[src/rtl/lamp_ramp_pkg.sv]
package lamp_ramp_pkg;
    typedef enum logic [1:0] {
        ST_DARK = 2'b00,
        ST_PAIR = 2'b01,
        ST_QUAD = 2'b10,
        ST_FULL = 2'b11
    } lamp_state_e;

    typedef struct packed {
        logic pair;
        logic mid;
        logic tip;
    } lamp_out_t;
endpackage

[src/rtl/lamp_step_div.sv]
module lamp_step_div #(
    parameter int STEP_DIV = 4
) (
    input  logic clk,
    input  logic rst,
    input  logic run,
    output logic step
);
    localparam int CW = (STEP_DIV > 1) ? $clog2(STEP_DIV) : 1;
    localparam logic [CW-1:0] TC = CW'(STEP_DIV - 1);

    logic [CW-1:0] cnt_q;

    generate
        if (STEP_DIV <= 1) begin : g_bypass
            assign step = run;
            always_ff @(posedge clk) begin
                cnt_q <= '0;
            end
        end else begin : g_count
            assign step = run && (cnt_q == TC);
            always_ff @(posedge clk) begin
                if (rst || !run) begin
                    cnt_q <= '0;
                end else if (cnt_q == TC) begin
                    cnt_q <= '0;
                end else begin
                    cnt_q <= cnt_q + 1'b1;
                end
            end

            // steps are never back to back when dividing
            p_step_gap_r8: assert property (@(posedge clk) disable iff (rst)
                step |=> !step);
            // switch off clears the count so no step follows at once
            p_restart_r8: assert property (@(posedge clk) disable iff (rst)
                !run |=> !step);
        end
    endgenerate
endmodule

[src/rtl/lamp_ramp_fsm.sv]
module lamp_ramp_fsm
    import lamp_ramp_pkg::*;
(
    input  logic        clk,
    input  logic        rst,
    input  logic        sw_on,
    input  logic        step,
    output lamp_state_e state
);
    lamp_state_e state_q, state_d;

    always_comb begin
        state_d = state_q;
        if (!sw_on) begin
            state_d = ST_DARK;
        end else if (step) begin
            unique case (state_q)
                ST_DARK: state_d = ST_PAIR;
                ST_PAIR: state_d = ST_QUAD;
                ST_QUAD: state_d = ST_FULL;
                ST_FULL: state_d = ST_DARK;
                default: state_d = ST_DARK;
            endcase
        end
    end

    always_ff @(posedge clk) begin
        if (rst) begin
            state_q <= ST_DARK;
        end else begin
            state_q <= state_d;
        end
    end

    assign state = state_q;

    // switch off returns to dark on the next edge
    p_off_dark_r6: assert property (@(posedge clk) disable iff (rst)
        !sw_on |=> (state_q == ST_DARK));
    // full wraps to dark on a step
    p_wrap_r2: assert property (@(posedge clk) disable iff (rst)
        (sw_on && step && state_q == ST_FULL) |=> (state_q == ST_DARK));
    // other states move up by one on a step
    p_advance_r2: assert property (@(posedge clk) disable iff (rst)
        (sw_on && step && state_q != ST_FULL)
            |=> (2'(state_q) == 2'($past(state_q) + 2'd1)));
    // no step means the state holds
    p_hold_r8: assert property (@(posedge clk) disable iff (rst)
        (sw_on && !step) |=> $stable(state_q));
endmodule

[src/rtl/lamp_out_dec.sv]
module lamp_out_dec
    import lamp_ramp_pkg::*;
(
    input  logic        clk,
    input  logic        rst,
    input  lamp_state_e state,
    output lamp_out_t   lamps
);
    always_comb begin
        lamps = '0;
        unique case (state)
            ST_DARK: lamps = '{pair: 1'b0, mid: 1'b0, tip: 1'b0};
            ST_PAIR: lamps = '{pair: 1'b1, mid: 1'b0, tip: 1'b0};
            ST_QUAD: lamps = '{pair: 1'b1, mid: 1'b1, tip: 1'b0};
            ST_FULL: lamps = '{pair: 1'b1, mid: 1'b1, tip: 1'b1};
            default: lamps = '0;
        endcase
    end

    // second pair never lit without the first
    p_mid_nest_r4: assert property (@(posedge clk) disable iff (rst)
        lamps.mid |-> lamps.pair);
    // tip never lit without both pairs
    p_tip_nest_r5: assert property (@(posedge clk) disable iff (rst)
        lamps.tip |-> (lamps.mid && lamps.pair));
    // dark state shows nothing
    p_dark_blank_r3: assert property (@(posedge clk) disable iff (rst)
        (state == ST_DARK) |-> ($countones({lamps.pair, lamps.mid, lamps.tip}) == 0));
endmodule

[src/rtl/lamp_ramp_seq.sv]
module lamp_ramp_seq
    import lamp_ramp_pkg::*;
#(
    parameter int STEP_DIV = 4
) (
    input  logic clk,
    input  logic rst,
    input  logic sw_on,
    output logic lamp_pair,
    output logic lamp_mid,
    output logic lamp_tip
);
    logic        step;
    lamp_state_e state;
    lamp_out_t   lamps;

    lamp_step_div #(.STEP_DIV(STEP_DIV)) u_div (
        .clk  (clk),
        .rst  (rst),
        .run  (sw_on),
        .step (step)
    );

    lamp_ramp_fsm u_fsm (
        .clk   (clk),
        .rst   (rst),
        .sw_on (sw_on),
        .step  (step),
        .state (state)
    );

    lamp_out_dec u_dec (
        .clk   (clk),
        .rst   (rst),
        .state (state),
        .lamps (lamps)
    );

    assign lamp_pair = lamps.pair;
    assign lamp_mid  = lamps.mid;
    assign lamp_tip  = lamps.tip;

    // reset leaves the sign dark
    p_reset_dark_r1: assert property (@(posedge clk)
        rst |=> (!lamp_pair && !lamp_mid && !lamp_tip));
endmodule

[config.mk]
export PLATFORM = sky130hd
export DESIGN_NAME = lamp_ramp_seq
export DESIGN_NICKNAME = d
export VERILOG_FILES = /design/src/rtl/lamp_ramp_pkg.sv /design/src/rtl/lamp_step_div.sv /design/src/rtl/lamp_ramp_fsm.sv /design/src/rtl/lamp_out_dec.sv /design/src/rtl/lamp_ramp_seq.sv
export SDC_FILE = /design/constraint.sdc
export NUM_CORES = 1
export LEC_CHECK = 0
export BUFFER_PORTS_ARGS = -buffer_cell sky130_fd_sc_hd__clkbuf_2
export CAP_MARGIN = 0
export CORE_AREA = 5 5 42 44
export DETAILED_ROUTE_END_ITERATION = 7
export DIE_AREA = 0 0 47 49
export HOLD_SLACK_MARGIN = 0.02
export PLACE_DENSITY = 0.36
export SYNTH_ARGS = -nofsm -noshare
export SYNTH_HDL_FRONTEND = slang
export SYNTH_HIERARCHICAL = 1
export SYNTH_SLANG_ARGS = --single-unit
export TNS_END_PERCENT = 50
[constraint.sdc]
create_clock -name clk -period 2.5 [get_ports clk]
set_clock_uncertainty 0.15 [all_clocks]
set_input_delay 0.125 -clock clk [delete_from_list [all_inputs] [get_ports clk]]
set_output_delay 0.125 -clock clk [all_outputs]
set_load 0.01 [all_outputs]
==> summary.md, run 1 <==
| Metric | Value |
|---|---|
| Top post-synthesis cells by area | `dfxtp_1, ha_1, nor4b_2, nand2b_4, a211oi_2` |
| Total power | `around 160 uW` |
| Mapped Nets | `27` |
| Post-synth EDFFs | `0` |
| Hold WS | `just under 0.3 ns` |
| Initial DRT Pass Iterations | `2` |
| Die ar. | `between 2000 and 2500 um^2` |
| Max_cap viols | `0` |
| Share of the yosys chip area belonging to registers | `about 36%` |
| Initial Util | `~16%` |
| Most common cell in the synthesized netlist | `dfxtp_1` |
| Dpl hpwl | `~300 um` |
| Port Buffers | `5` |
| Finished layout cell area | `307.8 um^2` |
| Worst endpoint data arrival time | `1.26 ns` |
| Ant. Diodes | `0` |
| Drt via density | `3.783` |
| Cell leakage power | `about 0.13 nW` |
| Final WL | `between 300 and 400 um` |
| IO Count | `6` |
| Critical-path cell list | `dlygate4sd3_1 -> clkbuf_2 -> and2_1 -> mux2i_1 -> nor2_1` |
| Setup TNS | `0 ns` |
| Clock Tree Buf Depth | `2` |
| Fin. max-slew vios | `0` |
| Initial antenna violation count | `0` |
| Post-Syn Area | `approximately 220 um^2` |
| Worst-margin pin slew | `0.1834 ns` |
| Vias post-DR | `174` |
| # resized after CTS | `0` |
| Power density cells | `around 520 nW/um^2` |
| Setup Viol. Count Final | `0` |
| Multi-input gate area | `132.6 um^2` |
| CP Buf/Inv Count | `2` |
| Vias in the first global route | `184` |
| Delay-heaviest family, CP | `buffers and inverters` |
| Worst slew margin | `between 80 and 90%` |
| Largest net degree at the start of global routing | `7` |
| GP Congestion | `roughly 0.55` |
| Dominant synthesized flop cell | `dfxtp_1` |
| Fin. Hold Viols | `0` |
| Outcome | `finished, final reports clean` |
| Post-CTS Setup Bufs | `0` |
| Post-synth top cells | `dfxtp_1, ha_1, nor2_1` |
| Synth Area in XOR/XNOR | `0%` |
| Nature of the critical path startpoint | `input port` |
| Wire length of the first global-routing pass | `between 700 and 800 um` |
| WL/cell | `8.652 um` |
| Chip width | `roughly 47 um` |
| Die H | `a little under 50 um` |
| GRT Overall Usage | `about 4.9%` |
| Global route overflow | `0` |
| Worst-path clk slew | `about 0.04 ns` |
| Antenna viol nets, final | `0` |
| Worst skew pair latency | `roughly 0.23 ns` |
| Largest family of logic cells by synthesized area | `simple AND/OR/NAND/NOR gates` |
| # rows | `14` |
| Critical Path Max Stage Delay | `about 0.53 ns` |
| Compound-Gate Fraction of Synth Area | `under 10%` |
| CP Data Required Time | `around 2.5 ns` |
| Fin crit share | `between 50% and 60%` |
| Area after DPL | `between 200 and 300 um^2` |
| Fraction of layout cells with a size suffix above 1 | `a little over two fifths` |
| CTS Sinks | `4` |
| Fillers | `approximately 170` |
| # H-tree levels | `1` |
| Crit path kind | `input port to flip-flop` |
| Period minus WS final | `1.279 ns` |
| Initial drt markers | `1` |
| Pre-CTS WS | `1.240 ns` |
| FFs w/ async S/R, synth | `0%` |
| Synth Instances | `21` |
| Crit-path max FO | `4` |
| Area share of fa/ha/maj cells after synthesis | `16.76%` |
| Min-Delay Path Class | `flip-flop to flip-flop` |
| Post-Synth Simple-Gate Area | `roughly a third` |
| Core Area | `roughly 1400 um^2` |
| Synth Register Bits | `4` |
| Critical Path Sink Type | `flip-flop` |
| Slowest CP cell | `dlygate4sd3_1` |
| Register area | `around 80 um^2` |
| Synth cell types | `13` |
| Worst vdd ir | `roughly 0.00033 V` |
| Residual DRC | `0` |
| Clk root buf | `clkbuf_4` |
| Mux cell area share after synthesis | `4.469%` |
| Mapped Avg Cell Area | `~11 um^2` |
| Yosys warns | `6` |
| Final setup margin | `~1.2 ns` |
| Synth area leader | `dfxtp_1` |
| RSZ-0062 raised after global routing | `no` |
| CTS tree | `yes` |
| Synth top area share | `between 30% and 40%` |
| Fin nets | `38` |
| FMAX | `~800 MHz` |
| Layout area overhead | `37.43%` |
| Hold buffer count at CTS | `2` |
| Num CTS Buffers | `3` |
[registers in the layout, indices dropped and copies added, names as in the netlist]
register	flops
u_div/cnt_q	2
u_fsm/state	2
[area by class of cell]
type / count / area share, %
clock buffers: 3 / 7.317
inverters: 2 / 2.439
multi-input cells: 14 / 43.09
flip-flops and latches: 4 / 26.02
repair buffers: 7 / 14.63
well taps: 16 / 6.504
[cell families (layout without fill, tap and decap cells)]
kind of cell	count (synthesis)	in the layout
buffers and inverters	3	12
and+or+nand+nor	9	9
AOI/OAI and AO/OA	1	1
muxes	1	1
adders and majority gates	3	3
DFF	4	4
[cells in the final DEF (no fill, tap or decap)]
master         synthesis  final
clkbuf_2               0      5
mux2i_1                1      1
dfxtp_1                4      4
and2_1                 1      1
ha_1                   3      3
clkbuf_4               0      3
and2_2                 1      1
nand2b_4               1      1
nor4b_2                1      1
a211oi_2               1      1
and4bb_2               1      1
inv_1                  2      2
dlygate4sd3_1          0      2
or2_1                  1      1
nor2_1                 3      3
[report_power, final]
part	internal (mW)	leakage [nW]	switching (mW)	total [mW]
logic	0.00656	0.0877	0.00378	0.0103
registers	0.0657	0.0325	0.000881	0.0666
clock network	0.0539	0.0138	0.0286	0.0825
total	0.126	0.134	0.0333	0.159
[routing by layer]
layer  wire [um]  up-vias  track usage, %
met2         168        9           6.109
met3          62        0           6.642
li1            -       87               -
met1         167       78           5.263
met4           0        0               0
met5           0        -               0
[path summary, 6_finish.rpt]
path         slack, ns                 startpoint                     endpoint  depth (start not counted)
min reg2reg       0.29  u_div/cnt_q[0]$_SDFF_PP0_    u_div/cnt_q[0]$_SDFF_PP0_                          1
max reg2reg       1.24  u_div/cnt_q[0]$_SDFF_PP0_  u_fsm/state[1]$_SDFFE_PP0P_                          4
max               1.22                      sw_on  u_fsm/state[1]$_SDFFE_PP0P_                          5
min               0.29  u_div/cnt_q[0]$_SDFF_PP0_    u_div/cnt_q[0]$_SDFF_PP0_                          1
[metrics by stage]
stage          util (%)  std cells
6_report          21.96         46
5_1_grt           21.96         46
4_1_cts           21.96         46
3_5_place_dp      18.93         41
3_3_place_gp      18.93         41
2_1_floorplan         -         21
No activity file was read; power rests on OpenSTA's default activity.
==> run 2: changes to the inputs <==
--- a/config.mk
+++ b/config.mk
@@ -11,7 +11,7 @@
 export DETAILED_ROUTE_END_ITERATION = 7
 export DIE_AREA = 0 0 47 49
 export HOLD_SLACK_MARGIN = 0.02
-export PLACE_DENSITY = 0.36
+export PLACE_DENSITY = 0.37
 export SYNTH_ARGS = -nofsm -noshare
 export SYNTH_HDL_FRONTEND = slang
 export SYNTH_HIERARCHICAL = 1
==> constraint.sdc (replaced) <==
create_clock -name clk -period 1.05 [get_ports clk]
set_clock_uncertainty 0.15 [all_clocks]
set_input_delay 0.0525 -clock clk [delete_from_list [all_inputs] [get_ports clk]]
set_output_delay 0.0525 -clock clk [all_outputs]
set_load 0.01 [all_outputs]
==> summary.md, run 2 (same netlist as run 1, synthesis figures left out) <==
| Metric | Value |
|---|---|
| Outcome | `finished, violations left` |
| Failing checks | `setup timing` |
| Internal | `309.9 uW (+150%)` |
| Critical Path Max Stage Delay | `0.31 ns (-0.22 ns)` |
| CP Data Required Time | `0.85 ns (-1.63 ns)` |
| Cell leakage power | `0.1836 nW (+37%)` |
| Antenna viol nets, final | `0 (unchanged)` |
| Worst-margin pin slew | `0.1681 ns (-0.01524 ns)` |
| Nature of the critical path startpoint | `flip-flop` |
| Die ar. | `2303 um^2 (unchanged)` |
| Num CTS Buffers | `3 (unchanged)` |
| Crit path kind | `flip-flop to output port` |
| Most frequent cells in the layout | `clkbuf_2, buf_6, dfxtp_2` |
| Finished layout cell area | `425.4 um^2 (+38%)` |
| Fin. Hold Viols | `0 (unchanged)` |
| Fin crit share | `113.5%` |
| Worst skew pair latency | `0.23 ns (about the same)` |
| Core Area | `1401 um^2 (unchanged)` |
| Chip width | `47 um (unchanged)` |
| IO Count | `6 (unchanged)` |
| Initial antenna violation count | `0 (unchanged)` |
| Clock power frac | `47.9% (-3.8 points)` |
| WL/cell | `8.340 um (-3.6%)` |
| Initial DRT Pass Iterations | `4 (+2)` |
| Die H | `49 um (unchanged)` |
| Worst slew margin | `88.74% (+1.0 points)` |
| Fin. max-slew vios | `0 (unchanged)` |
| Max_cap viols | `0 (unchanged)` |
| Largest net degree at the start of global routing | `5 (-2)` |
| Fin cells | `53 (+15%)` |
| Vias in the first global route | `208 (+13%)` |
| Global route overflow | `0 (unchanged)` |
| Placed cell count | `45 (+9.8%)` |
| Critical-path cell list | `buf_6 -> or2_1 -> clkbuf_2` |
| Drt via density | `3.698 (-2.2%)` |
| GRT Overall Usage | `4.645% (-0.21 points)` |
| Seq pwr share | `42.2% (+0.4 points)` |
| Final setup margin | `-0.1415 ns (-1.363 ns)` |
| Final WL | `442 um (+11%)` |
| Slowest CP cell | `dfxtp_2` |
| Fraction of layout cells with a size suffix above 1 | `72.97% (+30 points)` |
| Setup Viol. Count Final | `5 (+5)` |
| Crit-path max FO | `3 (-1)` |
| FMAX | `839.3 MHz` |
| GP Congestion | `0.5300 (-4.0%)` |
| Worst endpoint data arrival time | `0.99 ns (-0.27 ns)` |
| Port Buffers | `5 (unchanged)` |
| Dpl hpwl | `327.6 um (+7.4%)` |
| Fin nets | `45 (+18%)` |
| Worst vdd ir | `0.0003309 V (-0.70%)` |
| Residual DRC | `0 (unchanged)` |
| Pre-CTS WS | `-0.04955 ns (-1.290 ns)` |
| Vias post-DR | `196 (+13%)` |
| Worst-path clk slew | `0.03 ns (about the same)` |
| Layout area overhead | `89.94%` |
| Wire length of the first global-routing pass | `745 um (+0.95%)` |
| # H-tree levels | `1 (unchanged)` |
| Ant. Diodes | `0 (unchanged)` |
| Switching Fraction | `18.66% (-2.2 points)` |
| CP Buf/Inv Count | `2 (unchanged)` |
| Clk root buf | `clkbuf_4` |
| Setup TNS | `-0.3154 ns (-0.3154 ns)` |
| Layout Utilization | `30.36% (+8.4 points)` |
| Critical Path Sink Type | `output port` |
| CTS tree | `yes` |
| Clock Tree Buf Depth | `2 (unchanged)` |
| Power density cells | `895.7 nW/um^2 (+73%)` |
| Initial Util | `15.98% (unchanged)` |
| CTS Sinks | `4 (unchanged)` |
| Area after DPL | `315.3 um^2 (+19%)` |
| # rows | `14 (unchanged)` |
| Min-Delay Path Class | `input port to flip-flop` |
| RSZ-0062 raised after global routing | `yes` |
| Delay-heaviest family, CP | `flip-flops` |
| Period minus WS final | `approximately 1.2 ns` |
| Sw Pwr | `71.12 uW (+110%)` |
| Initial drt markers | `1 (unchanged)` |
| Combinational group share of total power | `9.9% (+3.4 points)` |
## run 2: cell count changes in the layout (fill, tap and decap cells not counted), moves of 2 or more
cell	previous run	this run
dfxtp_1	4	0
buf_4	0	3
buf_6	0	4
ha_4	0	2
and2_4	0	2
ha_1	3	1
dfxtp_2	0	4
## run 2: timing repair
action                                 4_1_cts  5_1_grt
resized for setup                            6        4
buffers inserted                             1        1
setup endpoints to repair                    6        6
hold buffers                                 3        0
endpoints found under the hold margin        3        0
pin swaps                                    4        3
## run 2: cell type report
type | instances | area, um^2
tap | 16 | 20.02
clock buffer | 3 | 22.52
timing repair buffer | 14 | 117.6
sequential | 4 | 85.08
inverter | 2 | 10.01
multi-input combinational | 14 | 170.2
fill | 156 | 975.9
## run 2: worst reg2reg max path: stages, from the launching register on
cell and delay (ns):
dfxtp_2 0.34, ha_4 0.12, and2_4 0.15, mux2i_1 0.18
nor2_1 0.05
## run 2: metrics by stage
stage	power (mW)	hold slack, ns
after floorplan	0.1748	-0.03076
after global placement	0.1863	0.09910
after detailed placement	0.1877	0.1013
after CTS	0.3917	0.02410
after global routing	0.4054	0.04688
final	0.3810	0.03261
## run 2: routing by layer
| metal | global-route usage (%) | wire length [um] | up-vias | share of wire (%) |
|---|---|---|---|---|
| li1 | - | - | 104 | - |
| met1 | 5.482 | 176 | 86 | 40 |
| met2 | 5.882 | 221 | 6 | 50 |
| met3 | 1.107 | 44 | 0 | 10 |
| met4 | 5.530 | 0 | 0 | 0 |
| met5 | 0 | 0 | - | 0 |
## run 2: worst paths after layout
| path | from | end | slack, ns | cells past startpoint |
|---|---|---|---|---|
| setup / recovery | u_fsm/state[0]$_SDFFE_PP0P_ | lamp_pair | -0.14 | 3 |
| setup reg to reg | u_div/cnt_q[0]$_SDFF_PP0_ | u_fsm/state[1]$_SDFFE_PP0P_ | -0.05 | 4 |
| hold / removal | sw_on | u_fsm/state[0]$_SDFFE_PP0P_ | 0.03 | 3 |
| hold reg to reg | u_div/cnt_q[0]$_SDFF_PP0_ | u_div/cnt_q[0]$_SDFF_PP0_ | 0.38 | 2 |
## run 2: power by group through the flow
stage	sequential (mW)	clock [mW]	combinational (mW)
finish	0.161	0.183	0.0378
floorplan	0.163	0	0.0119
global route	0.161	0.202	0.0431
global placement	0.163	0	0.0237
detailed placement	0.163	0	0.0248
CTS	0.161	0.197	0.0339
==> run 3: changes to the inputs <==
--- a/config.mk
+++ b/config.mk
@@ -11,7 +11,8 @@
 export DETAILED_ROUTE_END_ITERATION = 7
 export DIE_AREA = 0 0 47 49
 export HOLD_SLACK_MARGIN = 0.02
-export PLACE_DENSITY = 0.37
+export PLACE_DENSITY = 0.34
+export SKIP_CTS_REPAIR_TIMING = 1
 export SYNTH_ARGS = -nofsm -noshare
 export SYNTH_HDL_FRONTEND = slang
 export SYNTH_HIERARCHICAL = 1
==> summary.md, run 3 (same netlist as run 1, synthesis figures left out) <==
| Metric | Value |
|---|---|
| Critical Path Sink Type | `output port` |
| Initial antenna violation count | `0 (unchanged)` |
| Worst slew margin | `87.93% (-0.82 points)` |
| Finished layout cell area | `376.6 um^2 (-11%)` |
| Power density cells | `978.7 nW/um^2 (+9.3%)` |
| # H-tree levels | `1 (unchanged)` |
| CP Buf/Inv Count | `2 (unchanged)` |
| Period minus WS final | `1.198 ns (+0.006531 ns)` |
| Wire length of the first global-routing pass | `648 um (-13%)` |
| Die H | `49 um (unchanged)` |
| Hold depth | `2 (-1)` |
| GP Congestion | `0.6178 (+17%)` |
| R2R Path End | `u_fsm/state[1]$_SDFFE_PP0P_` |
| Min-Delay Path Class | `input port to flip-flop` |
| Fin. Hold Viols | `0 (unchanged)` |
| Dpl hpwl | `342.5 um (+4.5%)` |
| Layout area overhead | `68.16%` |
| WL/cell | `8.020 um (-3.8%)` |
| Fin crit share | `114.1% (+0.62 points)` |
| Hold Path End | `u_div/cnt_q[1]$_SDFF_PP0_` |
| Min-delay src | `sw_on` |
| Initial Util | `15.98% (unchanged)` |
| Ant. Diodes | `0 (unchanged)` |
| Initial drt markers | `0 (-1)` |
| Chip width | `47 um (unchanged)` |
| Max_cap viols | `0 (unchanged)` |
| FMAX | `834.7 MHz (-0.55%)` |
| Critical Path Max Stage Delay | `0.33 ns (+0.02 ns)` |
| Area after DPL | `307.8 um^2 (-2.4%)` |
| GRT Overall Usage | `4.011% (-0.63 points)` |
| Clk root buf | `clkbuf_4` |
| Crit path kind | `flip-flop to output port` |
| FF-to-FF setup slack | `-0.08 ns (-0.03 ns)` |
| # rows | `14 (unchanged)` |
| Commonest non-fill, non-tap cell in the layout | `dfxtp_2` |
| Core Area | `1401 um^2 (unchanged)` |
| CP Data Required Time | `0.85 ns (about the same)` |
| Slowest CP cell | `dfxtp_2` |
| Drt via density | `3.680 (-0.49%)` |
| IO Count | `6 (unchanged)` |
| Crit Reg-Reg Startpoint | `u_div/cnt_q[0]$_SDFF_PP0_` |
| Setup Viol. Count Final | `4 (-1)` |
| CTS tree | `yes` |
| Most frequent cells in the layout | `dfxtp_2, clkbuf_4, clkbuf_2, buf_6` |
| Worst endpoint data arrival time | `1.00 ns (about the same)` |
| Final setup margin | `-0.1480 ns (-0.006531 ns)` |
| Worst-margin pin slew | `0.1806 ns (+0.01251 ns)` |
| Residual DRC | `0 (unchanged)` |
| Total power | `368.6 uW (-3.3%)` |
| Hold WS | `0.02273 ns (-0.009882 ns)` |
| Vias in the first global route | `189 (-9.1%)` |
| Cell leakage power | `0.1610 nW (-12%)` |
| Fin. max-slew vios | `0 (unchanged)` |
| Global route overflow | `0 (unchanged)` |
| Crit-path max FO | `4 (+1)` |
| Final WL | `401 um (-9.3%)` |
| Worst-path clk slew | `0.03 ns (about the same)` |
| Fraction of layout cells with a size suffix above 1 | `73.53% (+0.56 points)` |
| Worst vdd ir | `0.0003567 V (+7.8%)` |
| Antenna viol nets, final | `0 (unchanged)` |
| Largest net degree at the start of global routing | `5 (unchanged)` |
| Outcome | `finished, violations left` |
| Vias post-DR | `184 (-6.1%)` |
| R2R depth | `4 (unchanged)` |
| RSZ-0062 raised after global routing | `yes` |
| Delay-heaviest family, CP | `flip-flops` |
| Port Buffers | `5 (unchanged)` |
| Fin nets | `42 (-6.7%)` |
| Die ar. | `2303 um^2 (unchanged)` |
| Nature of the critical path startpoint | `flip-flop` |
| Num CTS Buffers | `3 (unchanged)` |
| Critical-path cell list | `buf_6 -> or2_1 -> buf_2` |
| Worst skew pair latency | `0.23 ns (about the same)` |
| Clock Tree Buf Depth | `2 (unchanged)` |
| Failing checks | `setup timing` |
| Initial DRT Pass Iterations | `1 (-3)` |
| CTS Sinks | `4 (unchanged)` |
-- run 3: per-stage QoR --
step                      setup WS [ns]  TNS (ns)  util, %  cells
after floorplan                -0.03384  -0.03661        -     21
final                           -0.1480   -0.3458    26.88     50
after detailed placement       -0.06437   -0.1086    21.96     44
after global placement         -0.05916  -0.08461    21.96     44
after global routing            -0.1847   -0.5117    26.88     50
after CTS                       -0.1845   -0.4453    23.57     47
-- run 3: worst reg2reg max path: cells and delay by family, from the launching register on --
| kind | cells | cell delay, ns |
|---|---|---|
| and+or+nand+nor | 2 | 0.21 |
| muxes | 1 | 0.17 |
| DFF | 1 | 0.34 |
| adders and majority gates | 1 | 0.15 |
-- run 3: layout make-up --
type	instances	area, um^2
fillers	164	1025
multi-input cells	14	152.6
repair buffers	11	88.84
flip-flops and latches	4	85.08
clock buffers	3	22.52
well taps	16	20.02
inverters	2	7.507
-- run 3: worst max path at each step --
stage | end | depth (start not counted) | startpoint | slack [ns]
finish | lamp_pair | 3 | u_fsm/state[1]$_SDFFE_PP0P_ | -0.15
global route | lamp_pair | 3 | u_fsm/state[1]$_SDFFE_PP0P_ | -0.18
CTS | lamp_pair | 3 | u_fsm/state[1]$_SDFFE_PP0P_ | -0.18
detailed placement | u_fsm/state[1]$_SDFFE_PP0P_ | 4 | u_div/cnt_q[0]$_SDFF_PP0_ | -0.06
global placement | u_fsm/state[1]$_SDFFE_PP0P_ | 4 | u_div/cnt_q[1]$_SDFF_PP0_ | -0.06
floorplan | u_fsm/state[1]$_SDFFE_PP0P_ | 4 | u_div/cnt_q[0]$_SDFF_PP0_ | -0.03
-- run 3: report_power, final --
group,internal (mW),total (mW),switching (mW)
logic,0.0198,0.0298,0.0101
registers,0.157,0.161,0.00349
clock network,0.127,0.178,0.0508
total,0.304,0.369,0.0643
-- run 3: layer usage --
layer / vias to the layer above / global-route usage, % / wire [um] / part of all wire, %
met5: - / 0 / 0 / 0
li1: 98 / - / - / -
met3: 0 / 1.107 / 16 / 4.0
met4: 0 / 4.147 / 0 / 0
met2: 2 / 6.335 / 249 / 62
met1: 84 / 3.728 / 135 / 34
